File: config.mk
export PLATFORM = sky130hd
export DESIGN_NAME = rd_parity_status
export DESIGN_NICKNAME = d
export VERILOG_FILES = /design/src/rtl/rps_pkg.sv /design/src/rtl/rps_reset_sync.sv /design/src/rtl/rps_lane_select.sv /design/src/rtl/rps_lane_parity.sv /design/src/rtl/rps_status_reg.sv /design/src/rtl/rd_parity_status.sv
export SDC_FILE = /design/constraint.sdc
export NUM_CORES = 1
export LEC_CHECK = 0
export BUFFER_PORTS_ARGS = -buffer_cell sky130_fd_sc_hd__buf_2
export CORE_MARGIN = 2
export CORE_UTILIZATION = 35
export DETAILED_ROUTE_END_ITERATION = 7
export GPL_TIMING_DRIVEN = 0
export PLACE_DENSITY = 0.83
export SYNTH_ARGS = -nofsm -noshare
export SYNTH_HDL_FRONTEND = slang
export SYNTH_SLANG_ARGS = --single-unit
File: constraint.sdc
create_clock -name clk -period 0.8 [get_ports clk]
set_input_delay 0.12 -clock clk [delete_from_list [all_inputs] [get_ports clk]]
set_output_delay 0.12 -clock clk [all_outputs]
set_load 0.1 [all_outputs]
File: src/rtl/rps_pkg.sv
`timescale 1ns/1ps
package rps_pkg;
  typedef enum logic [1:0] {
    BW_FULL = 2'd0,
    BW_HALF = 2'd1,
    BW_BYTE = 2'd2
  } bus_width_e;

  function automatic bus_width_e decode_width(input logic n8, input logic n16);
    if (!n8)       return BW_BYTE;
    else if (!n16) return BW_HALF;
    else           return BW_FULL;
  endfunction
endpackage

File: src/rtl/rps_reset_sync.sv
`timescale 1ns/1ps
module rps_reset_sync #(
  parameter int STAGES = 2
) (
  input  logic clk,
  input  logic rst_n_in,
  output logic rst_n_out
);
  logic [STAGES-1:0] sync_q;
  logic [STAGES-1:0] sync_d;

  always_comb begin
    sync_d = {sync_q[STAGES-2:0], 1'b1};
  end

  always_ff @(posedge clk or negedge rst_n_in) begin
    if (!rst_n_in) sync_q <= '0;
    else           sync_q <= sync_d;
  end

  assign rst_n_out = sync_q[STAGES-1];
endmodule

File: src/rtl/rps_lane_select.sv
`timescale 1ns/1ps
module rps_lane_select
  import rps_pkg::*;
#(
  parameter int LANES = 4
) (
  input  logic [LANES-1:0] lane_en_n,
  input  bus_width_e       width,
  output logic [LANES-1:0] chk_mask
);
  localparam int HALF = (LANES >= 2) ? LANES / 2 : 1;

  logic [LANES-1:0] en;
  logic [LANES-1:0] half_keep;

  assign en = ~lane_en_n;

  generate
    for (genvar g = 0; g < LANES; g++) begin : g_half
      assign half_keep[g] = (g < HALF);
    end
  endgenerate

  always_comb begin
    chk_mask = '0;
    unique case (width)
      BW_BYTE: chk_mask[0] = |en;
      BW_HALF: chk_mask    = en & half_keep;
      default: chk_mask    = en;
    endcase
  end
endmodule

File: src/rtl/rps_lane_parity.sv
`timescale 1ns/1ps
module rps_lane_parity #(
  parameter int LANES  = 4,
  parameter int LANE_W = 8
) (
  input  logic [LANES*LANE_W-1:0] data,
  input  logic [LANES-1:0]        par,
  input  logic [LANES-1:0]        chk_mask,
  output logic                    any_bad
);
  logic [LANES-1:0] lane_bad;

  generate
    for (genvar g = 0; g < LANES; g++) begin : g_lane
      logic odd;
      assign odd         = ^{data[g*LANE_W +: LANE_W], par[g]};
      assign lane_bad[g] = chk_mask[g] & odd;
    end
  endgenerate

  assign any_bad = |lane_bad;
endmodule

File: src/rtl/rps_status_reg.sv
`timescale 1ns/1ps
module rps_status_reg (
  input  logic clk,
  input  logic rst_n,
  input  logic capture,
  input  logic err_in,
  output logic status_n
);
  logic pulse_q;
  logic pulse_d;

  always_comb begin
    pulse_d = 1'b0;
    if (capture) pulse_d = err_in;
  end

  always_ff @(posedge clk or negedge rst_n) begin
    if (!rst_n) pulse_q <= 1'b0;
    else        pulse_q <= pulse_d;
  end

  assign status_n = ~pulse_q;
endmodule

File: src/rtl/rd_parity_status.sv
`timescale 1ns/1ps
module rd_parity_status
  import rps_pkg::*;
#(
  parameter int LANES  = 4,
  parameter int LANE_W = 8
) (
  input  logic                    clk,
  input  logic                    rst_n,
  input  logic [LANES*LANE_W-1:0] rd_data,
  input  logic [LANES-1:0]        rd_par,
  input  logic [LANES-1:0]        lane_en_n,
  input  logic                    narrow8_n,
  input  logic                    narrow16_n,
  input  logic                    rdy_n,
  input  logic                    wr_not_rd,
  input  logic                    tristate_test,
  output logic                    par_stat_n,
  output logic                    par_stat_oe
);
  logic             rst_n_int;
  bus_width_e       width;
  logic [LANES-1:0] chk_mask;
  logic             any_bad;
  logic             rd_done;
  logic             stat_n_int;

  rps_reset_sync #(.STAGES(2)) u_rst (
    .clk       (clk),
    .rst_n_in  (rst_n),
    .rst_n_out (rst_n_int)
  );

  assign width   = decode_width(narrow8_n, narrow16_n);
  assign rd_done = ~rdy_n & ~wr_not_rd;

  rps_lane_select #(.LANES(LANES)) u_sel (
    .lane_en_n (lane_en_n),
    .width     (width),
    .chk_mask  (chk_mask)
  );

  rps_lane_parity #(.LANES(LANES), .LANE_W(LANE_W)) u_par (
    .data     (rd_data),
    .par      (rd_par),
    .chk_mask (chk_mask),
    .any_bad  (any_bad)
  );

  rps_status_reg u_stat (
    .clk      (clk),
    .rst_n    (rst_n_int),
    .capture  (rd_done),
    .err_in   (any_bad),
    .status_n (stat_n_int)
  );

  assign par_stat_n  = stat_n_int;
  assign par_stat_oe = ~tristate_test;
endmodule

==> flow_summary.yaml <==
floorplan:
  dieArea_sq_mm: 0.00176
  rows: 13
  die_w_um: 42.0
  core_sq_mm: 0.00132
  initial_core_util_pct: 38.3
  boundaryPins: 49
  dieHeight_um: 42.0
critical_path:
  startpoint: "rd_data[27]"
  cp_max_fo: 1
  worstPathRequired_ns: 0.89
  crit_chain: "buf_2 -> xnor2_2 -> xnor3_1 -> mux2i_1 -> a41oi_1"
  r2r_slack_ns: 0.33
  slowest_stage: "xnor3_1"
  crit_buf_inv: 1
  r2r_end: "u_rst.sync_q[1]$_DFF_PN0_"
  rr_worst_depth: 0
  cp-end-kind: "flip-flop"
  critPathLaunchType: "input port"
  cp.arrival_ns: 1.08
  r2r_start: "u_rst.sync_q[0]$_DFF_PN0_"
  crit_type: "input port to flip-flop"
  path_delay_family: "XOR/XNOR gates"
  max_stage_delay_ns: 0.42
  worstSetupPathDepth: 5
clock_network:
  clk_latency_ns: 0.23
  tritoncts: "done"
  cts.sinks: 3
  h-tree-depth: 1
  cts_max_path_buffers: 2
  numCtsBuffers: 3
  ctsRootBufferMaster: "clkbuf_4"
  clk_pin_slew_worst_paths_ns: 0.03
global_route:
  track_usage_pct: 14.1
  grt_max_degree: 5
  grt_pass1_vias: 476
  grt_pass1_wl_um: 1870
  antenna_found_initial: 0
  overflow: 0
pwr:
  power_leakage_nw: 0.500
  design_power_total_mw: 1.03
  seqPwrFrac_pct: 16.5
  p_clk_share_pct: 25.4
  internal_power_mw: 0.725
  power.density_mw_per_mm2: 1160
  p_sw_share_pct: 29.7
  p_switching_mw: 0.307
  max-vdd-ir-drop_mv: 0.927
  p_comb_share_pct: 58.1
logic_synthesis:
  synth.area.mux_share_pct: 7.94
  synth_edf_count: 0
  synth-adder-area-share_pct: 0
  synth_compound_area_share_pct: 5.96
  yosysTopAreaCell: "xor3_1"
  ys_seq_area_share_pct: 14.9
  yosys_warnings: 0
  syn_avg_cell_area_sq_um: 11.5
  syn-cell-area_sq_um: 504
  syn-num-nets: 91
  synth-xor-area-share_pct: 57.6
  synth_common_cells: "xnor2_1, mux2i_1, xnor3_1, xor2_1, xor3_1"
  ys_ff_latch: 3
  yosysTopAreaCellShare_pct: 18.9
  synthCells: 44
  async_reset_ff_share_pct: 100
  ys_top_cells_by_area: "xor3_1, xnor3_1, dfrtp_1, xnor2_1, mux2i_1"
  synth_top_family_by_area: "XOR/XNOR gates"
  synth_flop_cell: "dfrtp_1"
  synth_cell_type_count: 17
  yosysMostFrequentCell: "xnor2_1"
  yosys.area_share.simple_pct: 11.4
routing:
  top_layer_used: "met4"
  drtIter0Drc: 1
  antenna_left: 0
  wl_met2_um: 666
  drt-total-wl_um: 1180
  vias: 510
  drtPass1Iterations: 2
  wl_met3_um: 135
  avgViaCountPerCell: 4.55
  drc_errors: 0
  drt-met1-wl_um: 366
  routedWlPerCell_um: 10.6
timing:
  period_share_pct: 123
  clock_skew_ns: 0.00168
  final.setup.worst_slack_ns: -0.188
  rsz0062_at_grt: "true"
  slew_violations: 0
  finalSetupViolations: 2
  hold-worst-slack_ns: -0.000321
  max_freq_ghz: 1.01
  period_minus_slack_ns: 0.988
  hold_viol: 1
placed_design:
  numPortBuffers: 48
  place_congestion: 0.640
  dp_hpwl_um: 1010
  place_ws_ns: -0.475
min_path:
  hold_path_class: "flip-flop to asynchronous set/reset pin"
job:
  maxCapViolations: 0
cells_and_area:
  drive_gt1_share_pct: 62.9
  area_growth_syn_to_layout_pct: 76.2
  diodes: 0
  fin_nets: 145
  fin_util_pct: 67.4
outcome:
  status: "finished with violations"
  violations: "negative hold slack, negative setup slack"
## cells in the final DEF (no fill, tap or decap)
cell / count
buf_2: 43
xnor2_2: 6
xor3_1: 4
xor2_1: 4
xnor3_1: 4
mux2i_1: 4
nor2_1: 3
nor2b_1: 3
clkbuf_4: 3
buf_6: 3
dfrtp_1: 3
nand3b_1: 2
xnor2_1: 2
clkinvlp_4: 2
a31o_2: 1
a21oi_1: 1
a21boi_0: 1
nand2b_1: 1
or2_2: 1
a41oi_1: 1
clkbuf_1: 1
dlygate4sd3_1: 1
buf_12: 1
buf_4: 1
conb_1: 1
## logic make-up (layout without fill, tap and decap cells)
family | after synthesis | count (layout)
simple gates | 10 | 10
flops | 3 | 3
compound gates | 4 | 4
buf+inv | 2 | 55
mux | 4 | 4
xor+xnor | 20 | 20
other cells | 1 | 1
## worst max-delay path by stage
stage                               end
6_report       u_stat.pulse_q$_DFF_PN0_
5_1_grt        u_stat.pulse_q$_DFF_PN0_
4_1_cts                      par_stat_n
3_5_place_dp   u_stat.pulse_q$_DFF_PN0_
3_3_place_gp   u_stat.pulse_q$_DFF_PN0_
2_1_floorplan  u_stat.pulse_q$_DFF_PN0_
## power groups by stage
| stage | registers [mW] | logic, mW | clock network, mW |
|---|---|---|---|
| 6_report | 0.170 | 0.600 | 0.262 |
| 5_1_grt | 0.171 | 0.641 | 0.292 |
| 4_1_cts | 0.170 | 0.594 | 0.277 |
| 3_5_place_dp | 0.172 | 0.550 | 0 |
| 3_3_place_gp | 0.172 | 0.537 | 0 |
| 2_1_floorplan | 0.171 | 0.386 | 0 |
## sequential cells by signal, indices dropped and copies added, names as in the netlist
| name | count |
|---|---|
| u_rst.sync_q | 2 |
| u_stat.pulse_q | 1 |
## through the flow
stage          hold slack, ns  instances  area (sq um)  TNS [ns]
6_report            -0.000321        112           888    -0.373
5_1_grt                0.0110        112           888    -0.495
3_3_place_gp          -0.0949        107           793    -0.597
3_5_place_dp          -0.0896        107           793    -0.643
2_1_floorplan          -0.176         44           534    -0.317
4_1_cts               0.00272        112           868    -0.379
## cell type report
class	instances	area, sq um
Clock buffer	4	26.3
Tap cell	15	18.8
Multi-Input combinational cell	39	467
Sequential cell	3	75.1
Timing Repair Buffer	49	287
Fill cell	105	429
Inverter	2	15.0
## layer usage
layer  GRT usage [%]  vias to the layer above
met5               0                        -
met1            12.8                      224
li1                -                      254
met4            7.74                        0
met3            4.35                        2
met2            27.2                       30
## what timing repair did
| item | 4_1_cts | 5_1_grt |
|---|---|---|
| pin swaps | 3 | 4 |
| hold endpoints to repair | 2 | 0 |
| hold buffers | 1 | 0 |
| resized for setup | 8 | 3 |
| setup buffers | 0 | 0 |
| setup endpoints to repair | 3 | 2 |
Power figures use the tool's default switching activity.
